$ cat config.mk
export PLATFORM = sky130hd
export DESIGN_NAME = sar_serial_port
export DESIGN_NICKNAME = d
export VERILOG_FILES = /design/src/rtl/sarport_pkg.sv /design/src/rtl/sarport_edge_det.sv /design/src/rtl/sarport_conv_timer.sv /design/src/rtl/sarport_shifter.sv /design/src/rtl/sar_serial_port.sv
export SDC_FILE = /design/constraint.sdc
export NUM_CORES = 1
export LEC_CHECK = 0
export CORE_UTILIZATION = 54
export CTS_CLUSTER_SIZE = 12
export DETAILED_ROUTE_END_ITERATION = 7
export MAX_ROUTING_LAYER = met4
export PLACE_DENSITY = 0.77
export SLEW_MARGIN = 5
export SYNTH_ARGS = -nofsm -noshare
export SYNTH_HDL_FRONTEND = slang
export SYNTH_SLANG_ARGS = --single-unit
export TNS_END_PERCENT = 100
$ cat constraint.sdc
create_clock -name clk_i -period 2.4 [get_ports clk_i]
set_input_delay 0.48 -clock clk_i [delete_from_list [all_inputs] [get_ports clk_i]]
set_output_delay 0.48 -clock clk_i [all_outputs]
set_load 0.02 [all_outputs]
$ cat src/rtl/sarport_pkg.sv
package sarport_pkg;

  typedef enum logic [1:0] {
    PS_IDLE = 2'd0,
    PS_CONV = 2'd1,
    PS_WAIT = 2'd2,
    PS_READ = 2'd3
  } port_state_e;

endpackage

$ cat src/rtl/sarport_edge_det.sv
module sarport_edge_det #(
  parameter int N = 2
) (
  input  logic         clk_i,
  input  logic         rst_ni,
  input  logic [N-1:0] in_i,
  output logic [N-1:0] lvl_o,
  output logic [N-1:0] rise_o,
  output logic [N-1:0] fall_o
);

  logic [N-1:0] smp_q;
  logic [N-1:0] prv_q;

  for (genvar g = 0; g < N; g++) begin : g_line
    always_ff @(posedge clk_i or negedge rst_ni) begin
      if (!rst_ni) begin
        smp_q[g] <= 1'b0;
        prv_q[g] <= 1'b0;
      end else begin
        smp_q[g] <= in_i[g];
        prv_q[g] <= smp_q[g];
      end
    end

    assign lvl_o[g]  = smp_q[g];
    assign rise_o[g] = smp_q[g] & ~prv_q[g];
    assign fall_o[g] = ~smp_q[g] & prv_q[g];
  end

endmodule

$ cat src/rtl/sarport_conv_timer.sv
module sarport_conv_timer #(
  parameter int CONV_MIN = 20,
  parameter int CONV_MAX = 32,
  localparam int CW = $clog2(CONV_MAX + 1)
) (
  input  logic clk_i,
  input  logic rst_ni,
  input  logic start_i,
  input  logic cnv_lvl_i,
  output logic busy_o,
  output logic done_o,
  output logic err_o
);

  logic [CW-1:0] cnt_q, cnt_d;
  logic          cnt_en;
  logic          busy_q, busy_d;
  logic          err_q, err_d;
  logic          last_cnt;
  logic          in_window;

  assign last_cnt  = busy_q && (cnt_q == CW'(CONV_MAX - 1));
  assign in_window = busy_q && (cnt_q >= CW'(CONV_MIN));

  always_comb begin
    busy_d = busy_q;
    cnt_d  = cnt_q;
    cnt_en = 1'b0;
    if (busy_q) begin
      cnt_en = 1'b1;
      if (last_cnt) begin
        busy_d = 1'b0;
        cnt_d  = '0;
      end else begin
        cnt_d = cnt_q + CW'(1);
      end
    end else if (start_i) begin
      busy_d = 1'b1;
      cnt_en = 1'b1;
      cnt_d  = '0;
    end
  end

  always_comb begin
    err_d = err_q | (in_window & ~cnv_lvl_i);
  end

  always_ff @(posedge clk_i or negedge rst_ni) begin
    if (!rst_ni) begin
      busy_q <= 1'b0;
      cnt_q  <= '0;
      err_q  <= 1'b0;
    end else begin
      busy_q <= busy_d;
      err_q  <= err_d;
      if (cnt_en) begin
        cnt_q <= cnt_d;
      end
    end
  end

  assign busy_o = busy_q;
  assign done_o = last_cnt;
  assign err_o  = err_q;


  busy_hold_chk: assert property (@(posedge clk_i) disable iff (!rst_ni)
    (busy_q && !last_cnt) |=> busy_q);


  busy_end_chk: assert property (@(posedge clk_i) disable iff (!rst_ni)
    last_cnt |=> !busy_q);


  err_sticky_chk: assert property (@(posedge clk_i) disable iff (!rst_ni)
    err_q |=> err_q);


  err_cause_chk: assert property (@(posedge clk_i) disable iff (!rst_ni)
    $rose(err_q) |-> $past(in_window && !cnv_lvl_i));

endmodule

$ cat src/rtl/sarport_shifter.sv
module sarport_shifter #(
  parameter int DATA_W = 14,
  localparam int IW = $clog2(DATA_W)
) (
  input  logic              clk_i,
  input  logic              rst_ni,
  input  logic              capture_i,
  input  logic [DATA_W-1:0] sample_i,
  input  logic              load_i,
  input  logic              shift_i,
  output logic              sdo_o,
  output logic              oe_o,
  output logic              last_o
);

  logic [DATA_W-1:0] word_q, word_d;
  logic              word_en;
  logic [IW-1:0]     idx_q, idx_d;
  logic              idx_en;
  logic              oe_q, oe_d;
  logic              step;

  assign step   = shift_i && oe_q;
  assign last_o = step && (idx_q == '0);

  always_comb begin
    word_en = capture_i;
    word_d  = sample_i;
  end

  always_comb begin
    idx_en = 1'b0;
    idx_d  = idx_q;
    oe_d   = oe_q;
    if (capture_i) begin
      oe_d   = 1'b0;
      idx_en = 1'b1;
      idx_d  = IW'(DATA_W - 1);
    end else if (load_i) begin
      oe_d   = 1'b1;
      idx_en = 1'b1;
      idx_d  = IW'(DATA_W - 1);
    end else if (step) begin
      if (idx_q == '0) begin
        oe_d = 1'b0;
      end else begin
        idx_en = 1'b1;
        idx_d  = idx_q - IW'(1);
      end
    end
  end

  always_ff @(posedge clk_i or negedge rst_ni) begin
    if (!rst_ni) begin
      word_q <= '0;
      idx_q  <= IW'(DATA_W - 1);
      oe_q   <= 1'b0;
    end else begin
      oe_q <= oe_d;
      if (word_en) begin
        word_q <= word_d;
      end
      if (idx_en) begin
        idx_q <= idx_d;
      end
    end
  end

  assign sdo_o = oe_q & word_q[idx_q];
  assign oe_o  = oe_q;


  word_hold_chk: assert property (@(posedge clk_i) disable iff (!rst_ni)
    !capture_i |=> $stable(word_q));


  idx_hold_chk: assert property (@(posedge clk_i) disable iff (!rst_ni)
    (!capture_i && !load_i && !shift_i) |=> $stable(idx_q));


  oe_drop_chk: assert property (@(posedge clk_i) disable iff (!rst_ni)
    $fell(oe_q) |-> ($past(capture_i) || $past(last_o)));

endmodule

$ cat src/rtl/sar_serial_port.sv
module sar_serial_port
  import sarport_pkg::*;
#(
  parameter int DATA_W   = 14,
  parameter int CONV_MIN = 20,
  parameter int CONV_MAX = 32
) (
  input  logic              clk_i,
  input  logic              rst_ni,
  input  logic [DATA_W-1:0] sample_i,
  input  logic              cnv_i,
  input  logic              sck_i,
  output logic              sdo_o,
  output logic              sdo_oe_o,
  output logic              proto_err_o
);

  localparam int LN_CNV = 0;
  localparam int LN_SCK = 1;

  logic [1:0]  rst_sync_q;
  logic        rst_int_n;
  logic [1:0]  ln_lvl, ln_rise, ln_fall;
  logic        cnv_lvl, cnv_rise, sck_rise, sck_fall;
  logic        tmr_busy, tmr_done, tmr_err;
  logic        start, load, shift, last_bit;
  port_state_e state_q, state_d;

  always_ff @(posedge clk_i or negedge rst_ni) begin
    if (!rst_ni) begin
      rst_sync_q <= 2'b00;
    end else begin
      rst_sync_q <= {rst_sync_q[0], 1'b1};
    end
  end
  assign rst_int_n = rst_sync_q[1];

  sarport_edge_det #(.N(2)) edge_i (
    .clk_i  (clk_i),
    .rst_ni (rst_int_n),
    .in_i   ({sck_i, cnv_i}),
    .lvl_o  (ln_lvl),
    .rise_o (ln_rise),
    .fall_o (ln_fall)
  );

  assign cnv_lvl  = ln_lvl[LN_CNV];
  assign cnv_rise = ln_rise[LN_CNV];
  assign sck_rise = ln_rise[LN_SCK];
  assign sck_fall = ln_fall[LN_SCK];

  assign start = cnv_rise && (state_q != PS_CONV);
  assign load  = (state_q == PS_WAIT) && !cnv_lvl;
  assign shift = (state_q == PS_READ) && sck_fall && !start;

  sarport_conv_timer #(
    .CONV_MIN (CONV_MIN),
    .CONV_MAX (CONV_MAX)
  ) timer_i (
    .clk_i     (clk_i),
    .rst_ni    (rst_int_n),
    .start_i   (start),
    .cnv_lvl_i (cnv_lvl),
    .busy_o    (tmr_busy),
    .done_o    (tmr_done),
    .err_o     (tmr_err)
  );

  sarport_shifter #(.DATA_W(DATA_W)) shift_i (
    .clk_i     (clk_i),
    .rst_ni    (rst_int_n),
    .capture_i (start),
    .sample_i  (sample_i),
    .load_i    (load),
    .shift_i   (shift),
    .sdo_o     (sdo_o),
    .oe_o      (sdo_oe_o),
    .last_o    (last_bit)
  );

  always_comb begin
    state_d = state_q;
    unique case (state_q)
      PS_IDLE: if (start) state_d = PS_CONV;
      PS_CONV: if (tmr_done) state_d = PS_WAIT;
      PS_WAIT: begin
        if (start)     state_d = PS_CONV;
        else if (load) state_d = PS_READ;
      end
      PS_READ: begin
        if (start)         state_d = PS_CONV;
        else if (last_bit) state_d = PS_IDLE;
      end
      default: state_d = PS_IDLE;
    endcase
  end

  always_ff @(posedge clk_i or negedge rst_int_n) begin
    if (!rst_int_n) begin
      state_q <= PS_IDLE;
    end else begin
      state_q <= state_d;
    end
  end

  assign proto_err_o = tmr_err;


  conv_no_oe_chk: assert property (@(posedge clk_i) disable iff (!rst_int_n)
    (state_q == PS_CONV) |-> !sdo_oe_o);


  conv_track_chk: assert property (@(posedge clk_i) disable iff (!rst_int_n)
    (state_q == PS_CONV) |-> tmr_busy);


  oe_rise_chk: assert property (@(posedge clk_i) disable iff (!rst_int_n)
    $rose(sdo_oe_o) |-> ($past(state_q == PS_WAIT) && $past(!cnv_lvl)));


  rise_inert_chk: assert property (@(posedge clk_i) disable iff (!rst_int_n)
    (sck_rise && (state_q == PS_READ) && !start) |=> ($stable(sdo_o) && $stable(sdo_oe_o)));


  abort_chk: assert property (@(posedge clk_i) disable iff (!rst_int_n)
    (cnv_rise && (state_q == PS_READ)) |=> (!sdo_oe_o && (state_q == PS_CONV)));

endmodule

==> run summary, run 1 <==
Psw: 634 uW
top cells by area, synth: dfrtp_1, nand2_1, dfstp_2
clk sinks: 35
ys flop type: dfrtp_1
critical path arrival: 1.94 ns
Final Skew: 0.00238 ns
Overflow after GRT: 0
Cell Rows: 19
Syn Std Cell Area: 1620 sq um
first-pass GRT wire length: 5.44 mm
hold crit path type: primary input to async pin
Fin. Hold Viols: 0
CTS tree: built
placed instance count: 208
Die Height: 56.7 um
GP Congestion: 0.822
DP Wirelength: 2.24 mm
Final min period: 2.42 ns
EDFF count, synth: 0
commonest cells after routing, fill and taps aside: nand2_1, dfrtp_1, clkdlybuf4s50_1
Die Wd: 56.7 um
die area: 3220 sq um
fin crit share: 1.01
Detailed Route Iter0 Violations: 33
commonest non-fill, non-tap cell in the layout: nand2_1
worst path required time: 1.92 ns
Vias per Instance: 5.64
outcome: finished with violations
slowest CP cell: dfstp_2
Clk network pwr share: 0.196
fraction of layout cells with a size suffix above 1: 0.145
max frequency: 414 MHz
Async S/R FF share, synth: 1.00
fin cells: 217
final worst slack: -0.0157 ns
Post-Syn Instances: 159
core area: 2810 sq um
syn avg cell area: 10.2 sq um
Worst-path clk slew: 0.10 ns
Levels on crit path: 4
Tot GR Track Use: 0.234
CP endpoint kind: output port
r2r setup slk: 0.53 ns
reg2reg path depth: 7
worst-case headroom to the max-slew limit: 0.522
failing checks: negative setup slack
Remaining DRCs: 0
Syn Nets: 180
Antenna Nets Post-Route: 0
clock latency on the worst-skew pair: 0.34 ns
YS warnings: 0
Max IR drop VDD: 0.549 mV
Largest stage delay, worst path: 0.60 ns
CP Launch Type: flip-flop
Area growth syn-to-layout: 19.9%
wire per inst: 14.5 um
Initial Utilization: 0.577
setup TNS: -0.0157 ns
DRT Wirelength: 3.15 mm
hold buffer count at cts: 0
R2R Path End: shift_i.idx_q[3]$_DFFE_PN1P_
Final setup viols: 1
Root Buffer: clkbuf_4
post-synthesis cell type count: 41
nets@finish: 206
total number of vias: 1,223
P_leak: 0.000889 uW
H-tree depth: 2
top cell type's share of synthesized area: 0.495
Seq/Total Area, Yosys: 0.544
total power draw: 1860 uW
Gate power share: 0.280
critical path peak fanout: 4
initial antenna violation count: 0
flops & latches, synth: 35
Slew Viols, Final: 0
drt first pass iters: 4
vias in the first global route: 1,179
RSZ-0062 raised after global routing: yes
Max Cap Viol: 0
Cell Chain, Critical Path: mux4_1 -> a21oi_2 -> nor4b_2 -> buf_4
Switching Share: 0.342
clock buffer depth: 2
Worst R2R Start: shift_i.idx_q[0]$_DFFE_PN1P_
Yosys top cell by area: dfrtp_1
crit path kind: flip-flop to output port
Buf+Inv Stages, Crit Path: 1
Pwr Density: 958 nW/um^2
slew at the pin closest to its max-slew limit: 0.717 ns
Seq pwr share: 0.524
antenna fix cells: 0
IO Count: 21
CTS Buf Count: 5
Port-buffer cells: 20
CP delay by family, top: flip-flops
largest net degree at the start of global routing: 20
Cell Int Power: 1220 uW
==> power by group through the flow <==
stage / logic [uW] / registers, uW / clock network (uW)
after global routing: 595 / 1000 / 398
after detailed placement: 511 / 979 / 0
after floorplan: 380 / 921 / 0
after CTS: 520 / 969 / 368
final: 520 / 973 / 365
after global placement: 482 / 962 / 0
==> area by class of cell <==
| type | count | area, sq um |
|---|---|---|
| multi-input combinational | 114 | 706 |
| tap | 31 | 38.8 |
| inverter | 6 | 22.5 |
| sequential | 35 | 880 |
| fill | 225 | 866 |
| timing repair buffer | 23 | 224 |
| clock buffer | 8 | 68.8 |
==> registers in the layout, indices dropped and copies added (netlist names) <==
name,count
state_q,2
timer_i.cnt_q,6
shift_i.idx_q,4
timer_i.err_o,1
shift_i.oe_o,1
shift_i.word_q,14
edge_i.lvl_o,2
edge_i.prv_q,2
timer_i.busy_o,1
rst_sync_q,2
==> what timing repair did <==
| action | in CTS | in global routing |
|---|---|---|
| pin swaps | 0 | 1 |
| setup buffers | 1 | 0 |
| resized for setup | 8 | 3 |
| endpoints found under the setup margin | 1 | 1 |
| gates cloned | 0 | 0 |
==> Yosys cell counts (2+ instances only) <==
library cell and instances:
o21ai_0 7, a31o_2 2, mux4_1 2, dfstp_2 3, inv_1 6, nor2_1 4, nand4_1 2, nand2b_1 4
and3_1 2, nor3b_1 2, buf_2 2, xnor2_1 2, dfrtp_1 32, o22ai_1 2, a21oi_1 5, nand2_1 51
nor2b_1 2, or3_1 2, nand3_1 2, ha_1 3, mux2i_1 2
==> metrics by stage <==
stage          setup slack [ns]   util  instance area, sq um  hold slack [ns]
2_1_floorplan             0.249      -                  1620            0.184
3_3_place_gp            -0.0120  0.660                  1850            0.316
3_5_place_dp            -0.0666  0.660                  1850            0.325
4_1_cts                 0.00571  0.687                  1930            0.284
5_1_grt                 -0.0783  0.691                  1940            0.268
6_report                -0.0157  0.691                  1940            0.285
==> worst max-delay path by stage <==
stage / startpoint / end / slack [ns]
after floorplan: shift_i.idx_q[0]$_DFFE_PN1P_ / sdo_o / 0.25
after global placement: shift_i.idx_q[0]$_DFFE_PN1P_ / sdo_o / -0.01
after detailed placement: shift_i.idx_q[0]$_DFFE_PN1P_ / sdo_o / -0.07
after CTS: shift_i.idx_q[0]$_DFFE_PN1P_ / sdo_o / 0.006
after global routing: shift_i.idx_q[0]$_DFFE_PN1P_ / sdo_o / -0.08
final: shift_i.idx_q[0]$_DFFE_PN1P_ / sdo_o / -0.02
==> routing by layer <==
layer / GRT usage / wire, um
met1: 0.298 / 1380
met2: 0.364 / 1560
met3: 0.0691 / 171
met4: 0.0697 / 40
met5: - / 0
==> cell families (layout without fill, tap and decap cells) <==
group	after synthesis	in the layout	synth area share
other cells	1	1	0.00232
flops	35	35	0.544
buf+inv	10	37	0.0271
xor+xnor	2	2	0.0108
fa+ha+maj	3	3	0.0232
mux	6	6	0.0657
compound gates	22	22	0.0828
simple gates	80	80	0.244
Power figures use the tool's default switching activity.
==> run 2, diff against run 1 <==
--- a/constraint.sdc
+++ b/constraint.sdc
@@ -3,2 +3,2 @@
 set_output_delay 0.48 -clock clk_i [all_outputs]
-set_load 0.02 [all_outputs]
+set_load 0.1 [all_outputs]
==> run summary, run 2 (same netlist as run 1, synthesis figures left out) <==
critical path arrival: 2.02 ns (+0.08 ns)
crit path kind: flip-flop to output port
slowest CP cell: dfstp_2
Most flops, register: shift_i.word_q
Tot GR Track Use: 0.237 (+0.00357)
Port-buffer cells: 20 (unchanged)
DR top layer: met4
final worst slack: -0.0969 ns (-0.0812 ns)
Final setup viols: 1 (unchanged)
commonest non-fill, non-tap cell in the layout: nand2_1
Seq. cell area: 881 sq um (+0.14%)
commonest cells after routing, fill and taps aside: nand2_1, dfrtp_1, clkdlybuf4s50_1
DP Area: 1870 sq um (+1.1%)
Seq pwr share: 0.477 (-0.047)
fillers: 211 (-6.2%)
metal2 WL: 1.73 mm (+11%)
DRT Wirelength: 3.42 mm (+8.6%)
worst path required time: 1.92 ns (about the same)
Clk network pwr share: 0.182 (-0.014)
Area growth syn-to-layout: 24.3%
multi-input logic area: 746 sq um (+5.7%)
Cell Int Power: 1250 uW (+2.1%)
total number of vias: 1,238 (+1.2%)
setup TNS: -0.0969 ns (-0.0812 ns)
critical path peak fanout: 4 (unchanged)
CP endpoint kind: output port
CP Launch Type: flip-flop
r2r setup slk: 0.45 ns (-0.08 ns)
reg2reg path depth: 8 (+1)
Overflow after GRT: 0 (unchanged)
first-pass GRT wire length: 5.56 mm (+2.3%)
CTS tree: built
clk sinks: 35 (unchanged)
worst-case headroom to the max-slew limit: 0.662 (+0.140)
Detailed Route Iter0 Violations: 41 (+24%)
Largest stage delay, worst path: 0.59 ns (about the same)
largest net degree at the start of global routing: 34 (+70%)
fraction of layout cells with a size suffix above 1: 0.196 (+0.0506)
Initial Utilization: 0.577 (unchanged)
Max Cap Viol: 0 (unchanged)
max frequency: 400 MHz (-3.3%)
hold buffer count at cts: 0 (unchanged)
antenna fix cells: 0 (unchanged)
Slew Viols, Final: 0 (unchanged)
Cell Rows: 19 (unchanged)
cell area after layout: 2010 sq um (+3.7%)
Vias per Instance: 5.63 (-0.15%)
clock latency on the worst-skew pair: 0.34 ns (about the same)
Fin. Hold Viols: 0 (unchanged)
H-tree depth: 2 (unchanged)
RSZ-0062 raised after global routing: yes
Psw: 779 uW (+23%)
failing checks: design-rule violations, negative setup slack
initial antenna violation count: 0 (unchanged)
core area: 2810 sq um (unchanged)
Die Height: 56.7 um (unchanged)
met1 WL: 1.52 mm (+10%)
DR WL met3: 109 um (-36%)
R2R Path End: shift_i.idx_q[3]$_DFFE_PN1P_
final hold slack: 0.261 ns (-0.0241 ns)
wire per inst: 15.5 um (+7.1%)
Switching Share: 0.384 (+0.0428)
drt first pass iters: 6 (+2)
max reg flops: 14 (unchanged)
clock buffer depth: 2 (unchanged)
CTS Buf Count: 5 (unchanged)
GP Congestion: 0.788 (-4.2%)
nets@finish: 209 (+1.5%)
Cell Chain, Critical Path: buf_4 -> mux4_2 -> nor3_4 -> nor4b_4 -> buf_12
largest registers: shift_i.word_q x14, timer_i.cnt_q x6, shift_i.idx_q x4
slew at the pin closest to its max-slew limit: 0.506 ns (-0.211 ns)
Final min period: 2.50 ns (+0.0812 ns)
Antenna Nets Post-Route: 0 (unchanged)
Root Buffer: clkbuf_4
Worst-path clk slew: 0.11 ns (about the same)
outcome: finished with violations
Worst R2R Start: shift_i.idx_q[0]$_DFFE_PN1P_
IO Count: 21 (unchanged)
Die Wd: 56.7 um (unchanged)
pre-CTS setup slack: 0.133 ns (+0.200 ns)
P_leak: 0.000907 uW (+2.0%)
Max IR drop VDD: 0.620 mV (+13%)
hold crit path type: flip-flop to async pin
Remaining DRCs: 2 (+2)
die area: 3220 sq um (unchanged)
vias in the first global route: 1,241 (+5.3%)
Pwr Density: 1010 nW/um^2 (+5.3%)
Gate power share: 0.341 (+0.061)
Final Skew: 0.0117 ns (+0.00930 ns)
DP Wirelength: 2.29 mm (+2.2%)
fin crit share: 1.04 (+0.0338)
[run 2: what timing repair did]
action                                 CTS  global route
setup endpoints to repair                1             1
resized for setup                        5             6
cloned                                   0             0
endpoints found under the hold margin    0             0
pin swaps                                1             3
buffers inserted                         1             3
[run 2: critical path, delay by kind of cell, from the launching register on]
kind                   cells  cell delay [ns]
buffers and inverters      2             0.30
DFF                        1             0.59
and+or+nand+nor            2             0.25
muxes                      1             0.53
[run 2: power groups by stage]
| stage | Sequential, uW | Clock [uW] | Combinational, uW |
|---|---|---|---|
| finish | 967 | 369 | 691 |
| global route | 993 | 389 | 769 |
| CTS | 953 | 373 | 665 |
| detailed placement | 965 | 0 | 646 |
| global placement | 950 | 0 | 611 |
| floorplan | 1010 | 0 | 411 |
[run 2: cell type report]
cell class              instances  share of cell area
clock buffers                   8              0.0342
inverters                       6              0.0112
multi-input cells             114               0.371
flip-flops and latches         35               0.438
well taps                      31              0.0193
repair buffers                 26               0.126
[run 2: worst max-delay path by stage]
stage,start,endpoint,slack [ns]
6_report,shift_i.idx_q[0]$_DFFE_PN1P_,sdo_o,-0.1
5_1_grt,shift_i.idx_q[0]$_DFFE_PN1P_,sdo_o,-0.15
4_1_cts,shift_i.idx_q[0]$_DFFE_PN1P_,sdo_o,-0.07
3_5_place_dp,shift_i.idx_q[0]$_DFFE_PN1P_,sdo_o,0.13
3_3_place_gp,shift_i.idx_q[0]$_DFFE_PN1P_,sdo_o,0.16
2_1_floorplan,shift_i.idx_q[0]$_DFFE_PN1P_,sdo_o,-0.10
[run 2: through the flow]
stage / utilization / std cells / total power, uW
floorplan: - / 159 / 1420
global route: 0.717 / 220 / 2150
finish: 0.717 / 220 / 2030
CTS: 0.700 / 217 / 1990
detailed placement: 0.667 / 208 / 1610
global placement: 0.667 / 208 / 1560
[run 2: metal layers]
| layer | GRT usage | vias to the layer above |
|---|---|---|
| met5 | - | - |
| met4 | 0.125 | 0 |
| met3 | 0.0507 | 10 |
| met2 | 0.379 | 26 |
| met1 | 0.283 | 612 |
| li1 | - | 590 |
